### src/rtl/intagg_pkg.sv
package intagg_pkg;
   localparam int ADDR_W = 4;
   localparam int DATA_W = 8;

   localparam logic [ADDR_W-1:0] RA_TOP  = 4'd0;
   localparam logic [ADDR_W-1:0] RA_MB0  = 4'd1;
   localparam logic [ADDR_W-1:0] RA_MB1  = 4'd2;
   localparam logic [ADDR_W-1:0] RA_SST0 = 4'd3;
   localparam logic [ADDR_W-1:0] RA_SST1 = 4'd4;
   localparam logic [ADDR_W-1:0] RA_DST  = 4'd5;
   localparam logic [ADDR_W-1:0] RA_SEN0 = 4'd6;
   localparam logic [ADDR_W-1:0] RA_SEN1 = 4'd7;
   localparam logic [ADDR_W-1:0] RA_DEN  = 4'd8;

   localparam int TB_DSUM = 0;
   localparam int TB_SSUM = 1;
   localparam int TB_INTF = 2;
   localparam int TB_SIGP = 5;
endpackage

### src/rtl/intagg_stat_bank.sv
module intagg_stat_bank #(
   parameter int W = 8
) (
   input  logic         clk,
   input  logic         rst_n,
   input  logic [W-1:0] evt,
   input  logic         en_wr,
   input  logic [W-1:0] en_wdata,
   input  logic         rd_clr,
   output logic [W-1:0] stat,
   output logic [W-1:0] en,
   output logic         hit
);
   always_ff @(posedge clk or negedge rst_n) begin
      if (!rst_n) begin
         stat <= '0;
         en   <= '0;
      end else begin
         // a clearing read drops what it returned; new events survive
         stat <= rd_clr ? evt : (stat | evt);
         if (en_wr) en <= en_wdata;
      end
   end

   assign hit = |(stat & en);
endmodule

### src/rtl/intagg_func.sv
module intagg_func
   import intagg_pkg::*;
#(
   parameter int SW = 8,
   parameter int DW = 8
) (
   input  logic              clk,
   input  logic              rst_n,
   input  logic              sel,
   input  logic              seq_running,
   input  logic [ADDR_W-1:0] host_addr,
   input  logic              host_wr,
   input  logic              host_rd,
   input  logic [DATA_W-1:0] host_wdata,
   input  logic [SW-1:0]     scsi0_evt,
   input  logic [SW-1:0]     scsi1_evt,
   input  logic [DW-1:0]     dma_evt,
   input  logic              seq_intf,
   input  logic              seq_mb_we,
   input  logic              seq_mb_sel,
   input  logic [DATA_W-1:0] seq_mb_wdata,
   output logic [DATA_W-1:0] rdata,
   output logic              req,
   output logic              intf,
   output logic [SW-1:0]     sst0,
   output logic [SW-1:0]     sst1,
   output logic [DW-1:0]     dst,
   output logic [SW-1:0]     sen0,
   output logic [SW-1:0]     sen1,
   output logic [DW-1:0]     den,
   output logic [DATA_W-1:0] mb0,
   output logic [DATA_W-1:0] mb1
);
   logic top_zone, allowed, wr_ok, rd_ok, clr_ok;
   logic hit0, hit1, hitd, scsi_sum, sigp;

   assign top_zone = (host_addr == RA_TOP) || (host_addr == RA_MB0) ||
                     (host_addr == RA_MB1);
   assign allowed  = top_zone || !seq_running;
   assign wr_ok    = sel && host_wr && allowed;
   assign rd_ok    = sel && host_rd && allowed;
   assign clr_ok   = rd_ok && !intf;

   intagg_stat_bank #(.W(SW)) u_sst0 (
      .clk(clk), .rst_n(rst_n), .evt(scsi0_evt),
      .en_wr(wr_ok && host_addr == RA_SEN0), .en_wdata(host_wdata[SW-1:0]),
      .rd_clr(clr_ok && host_addr == RA_SST0),
      .stat(sst0), .en(sen0), .hit(hit0));

   intagg_stat_bank #(.W(SW)) u_sst1 (
      .clk(clk), .rst_n(rst_n), .evt(scsi1_evt),
      .en_wr(wr_ok && host_addr == RA_SEN1), .en_wdata(host_wdata[SW-1:0]),
      .rd_clr(clr_ok && host_addr == RA_SST1),
      .stat(sst1), .en(sen1), .hit(hit1));

   intagg_stat_bank #(.W(DW)) u_dst (
      .clk(clk), .rst_n(rst_n), .evt(dma_evt),
      .en_wr(wr_ok && host_addr == RA_DEN), .en_wdata(host_wdata[DW-1:0]),
      .rd_clr(clr_ok && host_addr == RA_DST),
      .stat(dst), .en(den), .hit(hitd));

   assign scsi_sum = hit0 || hit1;

   always_ff @(posedge clk or negedge rst_n) begin
      if (!rst_n) begin
         intf <= 1'b0;
         sigp <= 1'b0;
         mb0  <= '0;
         mb1  <= '0;
      end else begin
         if (seq_intf)
            intf <= 1'b1;
         else if (wr_ok && host_addr == RA_TOP && host_wdata[TB_INTF])
            intf <= 1'b0;
         if (wr_ok && host_addr == RA_TOP)
            sigp <= host_wdata[TB_SIGP];
         // host first, sequencer second
         if (wr_ok && host_addr == RA_MB0)
            mb0 <= host_wdata;
         else if (seq_mb_we && !seq_mb_sel)
            mb0 <= seq_mb_wdata;
         if (wr_ok && host_addr == RA_MB1)
            mb1 <= host_wdata;
         else if (seq_mb_we && seq_mb_sel)
            mb1 <= seq_mb_wdata;
      end
   end

   always_comb begin
      rdata = '0;
      if (rd_ok) begin
         case (host_addr)
            RA_TOP: begin
               rdata[TB_DSUM] = hitd;
               rdata[TB_SSUM] = scsi_sum;
               rdata[TB_INTF] = intf;
               rdata[TB_SIGP] = sigp;
            end
            RA_MB0:  rdata = mb0;
            RA_MB1:  rdata = mb1;
            RA_SST0: rdata[SW-1:0] = sst0;
            RA_SST1: rdata[SW-1:0] = sst1;
            RA_DST:  rdata[DW-1:0] = dst;
            RA_SEN0: rdata[SW-1:0] = sen0;
            RA_SEN1: rdata[SW-1:0] = sen1;
            RA_DEN:  rdata[DW-1:0] = den;
            default: rdata = '0;
         endcase
      end
   end

   assign req = intf || scsi_sum || hitd;
endmodule

### src/rtl/intagg_irq_route.sv
module intagg_irq_route #(
   parameter bit STRAP_EN = 1'b1
) (
   input  logic       clk,
   input  logic       rst_n,
   input  logic       strap,
   input  logic [1:0] req,
   output logic       route_shared,
   output logic       irq_a_n,
   output logic       irq_b_n
);
   generate
      if (STRAP_EN) begin : g_strap
         logic share_q;
         always_ff @(posedge clk) begin
            if (!rst_n) share_q <= strap;
         end
         assign route_shared = share_q;
      end else begin : g_fixed
         logic unused_strap;
         assign unused_strap = strap ^ clk;
         assign route_shared = 1'b0;
      end
   endgenerate

   assign irq_a_n = !(req[0] || (route_shared && req[1]));
   assign irq_b_n = !(!route_shared && req[1]);
endmodule

### src/rtl/intagg_top.sv
module intagg_top
   import intagg_pkg::*;
#(
   parameter int SW       = 8,
   parameter int DW       = 8,
   parameter bit STRAP_EN = 1'b1
) (
   input  logic              clk,
   input  logic              rst_n,
   input  logic              strap_share,
   input  logic              seq_running,
   input  logic              host_func,
   input  logic [ADDR_W-1:0] host_addr,
   input  logic              host_wr,
   input  logic              host_rd,
   input  logic [DATA_W-1:0] host_wdata,
   output logic [DATA_W-1:0] host_rdata,
   input  logic [2*SW-1:0]   scsi0_evt,
   input  logic [2*SW-1:0]   scsi1_evt,
   input  logic [2*DW-1:0]   dma_evt,
   input  logic [1:0]        seq_intf,
   input  logic [1:0]        seq_mb_we,
   input  logic              seq_mb_sel,
   input  logic [DATA_W-1:0] seq_mb_wdata,
   output logic              irq_a_n,
   output logic              irq_b_n
);
   localparam int NF = 2;

   if (SW < 1 || SW > DATA_W) begin : g_bad_sw
      $error("intagg_top: SW must lie in 1..DATA_W");
   end
   if (DW < 1 || DW > DATA_W) begin : g_bad_dw
      $error("intagg_top: DW must lie in 1..DATA_W");
   end

   logic [NF-1:0][DATA_W-1:0] rd_f;
   logic [NF-1:0]             req;
   logic [NF-1:0]             intf;
   logic [NF-1:0][SW-1:0]     sst0, sst1, sen0, sen1;
   logic [NF-1:0][DW-1:0]     dst, den;
   logic [NF-1:0][DATA_W-1:0] mb0, mb1;
   logic                      route_shared;

   for (genvar f = 0; f < NF; f++) begin : g_fn
      intagg_func #(.SW(SW), .DW(DW)) u_fn (
         .clk(clk), .rst_n(rst_n),
         .sel(host_func == f[0]),
         .seq_running(seq_running),
         .host_addr(host_addr), .host_wr(host_wr), .host_rd(host_rd),
         .host_wdata(host_wdata),
         .scsi0_evt(scsi0_evt[f*SW +: SW]),
         .scsi1_evt(scsi1_evt[f*SW +: SW]),
         .dma_evt(dma_evt[f*DW +: DW]),
         .seq_intf(seq_intf[f]),
         .seq_mb_we(seq_mb_we[f]), .seq_mb_sel(seq_mb_sel),
         .seq_mb_wdata(seq_mb_wdata),
         .rdata(rd_f[f]), .req(req[f]), .intf(intf[f]),
         .sst0(sst0[f]), .sst1(sst1[f]), .dst(dst[f]),
         .sen0(sen0[f]), .sen1(sen1[f]), .den(den[f]),
         .mb0(mb0[f]), .mb1(mb1[f]));
   end

   assign host_rdata = rd_f[0] | rd_f[1];

   intagg_irq_route #(.STRAP_EN(STRAP_EN)) u_route (
      .clk(clk), .rst_n(rst_n), .strap(strap_share), .req(req),
      .route_shared(route_shared), .irq_a_n(irq_a_n), .irq_b_n(irq_b_n));
endmodule

### config.mk
export PLATFORM = sky130hd
export DESIGN_NAME = intagg_top
export DESIGN_NICKNAME = d
export VERILOG_FILES = /design/src/rtl/intagg_pkg.sv /design/src/rtl/intagg_stat_bank.sv /design/src/rtl/intagg_func.sv /design/src/rtl/intagg_irq_route.sv /design/src/rtl/intagg_top.sv
export SDC_FILE = /design/constraint.sdc
export NUM_CORES = 1
export LEC_CHECK = 0
export ABC_AREA = 1
export BUFFER_PORTS_ARGS = -buffer_cell sky130_fd_sc_hd__buf_4
export CAP_MARGIN = 20
export CORE_MARGIN = 2
export CORE_UTILIZATION = 50
export CTS_BUF_LIST = sky130_fd_sc_hd__clkbuf_4 sky130_fd_sc_hd__clkbuf_8
export DETAILED_ROUTE_END_ITERATION = 8
export HOLD_SLACK_MARGIN = 0.03
export PLACE_DENSITY = 0.71
export SYNTH_ARGS = -nofsm -noshare
export SYNTH_HDL_FRONTEND = slang
export SYNTH_SLANG_ARGS = --single-unit
### constraint.sdc
create_clock -name clk -period 1.3 [get_ports clk]
set_input_delay 0.13 -clock clk [delete_from_list [all_inputs] [get_ports clk]]
set_output_delay 0.13 -clock clk [all_outputs]
set_load 0.005 [all_outputs]
==> reports/results.txt <==
Outcome = complete, but fails checks
Failing checks = negative setup slack
Pwr Density = 1020 mW/mm²
Worst IR drop on VDD = 0.00112 V
Pin count of the biggest net entering global routing = 78
Nets = 1328
Post-Syn Area = 0.00693 mm²
Max Root-Sink Buffers = 2
Fill count = 1012
Fin worst setup slack = -0.620 ns
Worst r2r dst = g_fn[1].u_fn.u_dst.stat[6]$_DFF_PN0_
Met2 routed WL = 12800 µm
Clock share of power = 32.2%
HP Class = in -> async
P&R area growth vs syn = 49.7%
CP required = 1.17 ns
Highest Signal Layer = met4
Max Clock Freq = 0.521 GHz
CP endpoint kind = output port
WL met3 = 1560 µm
Syn_area_per_cell = 7.25 µm²
Cell Rows = 43
First-pass GRT wire length = 38500 µm
Layout cell share with drive strength beyond 1 = 32.4%
LEAKAGE = 5.45 nW
Final hold vios = 0
Synthesized net count = 1036
Post-Route WL = 25300 µm
Logic pwr share = 22.9%
Final Max Slew Viols = 0
Via count = 7693
DIE WIDTH = 122 µm
Worst Max-Slew Pin Slew = 0.561 ns
CTS H-tree lvls = 4
Setup TNS = -4.70 ns
Sequential fraction of the synthesis area = 48.1%
Minimum clock period after layout = 1.92 ns
Critical path startpoint = g_fn[1].u_fn.u_sst1.stat[1]$_DFF_PN0_
CTS buffer count = 17
# DRC = 0
Sequential share of power = 44.9%
CTS sink cnt = 133
Vias in the first global route = 7518
Slew HR = 62.5%
CP Launch Type = flop
GRT overflow = 0
Total Routing Usage GR = 35.2%
Worst-skew pair later-pin latency = 0.47 ns
Vias/cell = 5.34
Worst hold slack = 0.0561 ns
CTS tree = done
Starting Density = 50.5%
Cell Int Power = 0.00745 W
Critical path class = reg -> out
Die Height = 122 µm
Routability cong. = 0.993
Initial antenna violation count = 1
Netlist cell types = 23
Cells after Synth = 956
Max cap viols = 0
YS warnings = 0
Critical path destination = host_rdata[1]
Endpoints failing setup = 10
Root Buffer = clkbuf_8
Arr. time, crit path = 1.79 ns
Wire per inst = 17.6 µm
Core area = 0.0137 mm²
Sw frac = 29.6%
Hpwl dp = 17000 µm
Worst R2R Path Depth = 4
Sw power = 0.00313 W
Initial DRC count = 768
Port bufs = 89
Crit Path Max Fanout = 3
Clock transition at path regs = 0.08 ns
Clock Skew = 0.0118 ns
Yosys reg bits = 133
ANT nets after route = 0
Fin crit share = 148%
Metal-1 WL = 9660 µm
IO Count = 90
Critical register-to-register path startpoint = g_fn[1].u_fn.intf$_DFFE_PN0P_
Initial DRT Pass Iterations = 6
R2R Setup Slk = 0.11 ns
RSZ-0062 raised after global routing = yes
Die area = 0.0148 mm²
stage by stage:
| stage | setup slack (ns) | cell area, µm² | cells | total power (W) | utilization [%] |
|---|---|---|---|---|---|
| after global placement | -0.250 | 8710 | 1332 | 0.00666 | 63.5 |
| final | -0.620 | 10400 | 1441 | 0.0106 | 75.6 |
| after floorplan | 0.106 | 6930 | 956 | 0.00564 | - |
| after global routing | -0.701 | 10400 | 1441 | 0.0111 | 75.6 |
| after detailed placement | -0.277 | 8710 | 1332 | 0.00670 | 63.5 |
| after CTS | -0.592 | 10000 | 1435 | 0.0103 | 73.2 |
sequential cells by signal (all words and copies together) (netlist names):
signal	cells
g_fn.u_fn.mb1	16
g_fn.u_fn.u_sst1.en	16
g_fn.u_fn.u_sst0.stat	16
g_fn.u_fn.mb0	16
g_fn.u_fn.intf	2
g_fn.u_fn.u_sst0.en	16
g_fn.u_fn.u_sst1.stat	16
g_fn.u_fn.u_dst.en	16
u_route.route_shared	1
g_fn.u_fn.sigp	2
g_fn.u_fn.u_dst.stat	16
worst max-delay path: stages (launching register included):
cell	delay, ns
dfrtp_1	0.43
nand2_1	0.09
nand2_1	0.09
nor2_4	0.12
nand2_2	0.10
o21ai_2	0.16
nand2_1	0.07
nand2_1	0.07
nand2_2	0.07
buf_6	0.12
worst min path at each step:
stage	slack (ns)	end	start	cells after the start
3_5_place_dp	0.004	g_fn[0].u_fn.u_dst.stat[4]$_DFF_PN0_	rst_n	1
2_1_floorplan	-0.17	g_fn[0].u_fn.intf$_DFFE_PN0P_	rst_n	0
5_1_grt	0.07	g_fn[1].u_fn.u_dst.stat[3]$_DFF_PN0_	rst_n	2
3_3_place_gp	0.003	g_fn[0].u_fn.u_dst.stat[4]$_DFF_PN0_	rst_n	1
6_report	0.06	g_fn[1].u_fn.u_dst.stat[3]$_DFF_PN0_	rst_n	2
4_1_cts	0.04	g_fn[1].u_fn.u_dst.stat[3]$_DFF_PN0_	rst_n	2
layout make-up:
type / instances / area [µm²] / share of cell area (%)
Multi-Input combinational cell: 720 / 3560 / 34.3
Sequential cell: 133 / 3330 / 32.1
Timing Repair Buffer: 293 / 2560 / 24.7
Inverter: 83 / 315 / 3.04
Clock buffer: 21 / 270 / 2.60
Tap cell: 180 / 225 / 2.17
Clock inverter: 10 / 108 / 1.04
Antenna cell: 1 / 2.50 / 0.0241
power groups by stage:
stage          clock (W)  sequential (W)  combinational, W
2_1_floorplan          0         0.00477          0.000864
3_3_place_gp           0         0.00480           0.00187
3_5_place_dp           0         0.00480           0.00190
4_1_cts          0.00344         0.00473           0.00216
5_1_grt          0.00363         0.00479           0.00265
6_report         0.00340         0.00475           0.00243
cells in the final DEF (no fill, tap or decap), drive strengths merged, types with 6 or more instances in the layout:
cell type,instances
nand2,440
buf,225
dfrtp,132
nand3,111
inv,81
nor2,74
dlygate4sd3,68
o21ai,64
a21o,24
clkbuf,21
clkinv,6
synth_stat cells:
library cell	number	area, µm²
buf_4	5	37.5
nand2_2	5	31.3
o21ai_0	51	255
buf_6	2	22.5
a21o_1	24	180
a21boi_4	1	18.8
o21ai_1	13	65.1
o21bai_1	2	15.0
nor2_4	6	67.6
edfxtp_1	1	30.0
nand2_1	431	1620
dfrtp_1	132	3300
clkbuf_1	3	11.3
nand3_1	106	531
inv_1	69	259
nor2_2	5	31.3
inv_2	12	45.0
clkinv_1	2	7.51
nor2_1	63	236
a21oi_1	4	20.0
nand2_4	4	45.0
nand3_2	5	50.1
buf_2	10	50.1
layer usage:
layer  global-route usage, %  vias to the layer above
li1                        -                     3599
met1                    42.1                     3650
met2                    60.7                      351
met3                    6.04                       93
met4                    18.8                        0
met5                       0                        -
what timing repair did:
| item | 4_1_cts | 5_1_grt |
|---|---|---|
| buffers inserted | 9 | 16 |
| gates resized for setup | 87 | 97 |
| setup endpoints to repair | 10 | 10 |
| hold buffers | 68 | 0 |
| endpoints found under the hold margin | 215 | 0 |
| pin swaps | 51 | 53 |
cells by family after synthesis:
kind of cell	synth area share [%]
AO/OA/AOI/OAI	8.00
buffers and inverters	6.25
flip-flops	48.1
AND/OR/NAND/NOR	37.7
Note: power is estimated with default switching activity, not from simulation.
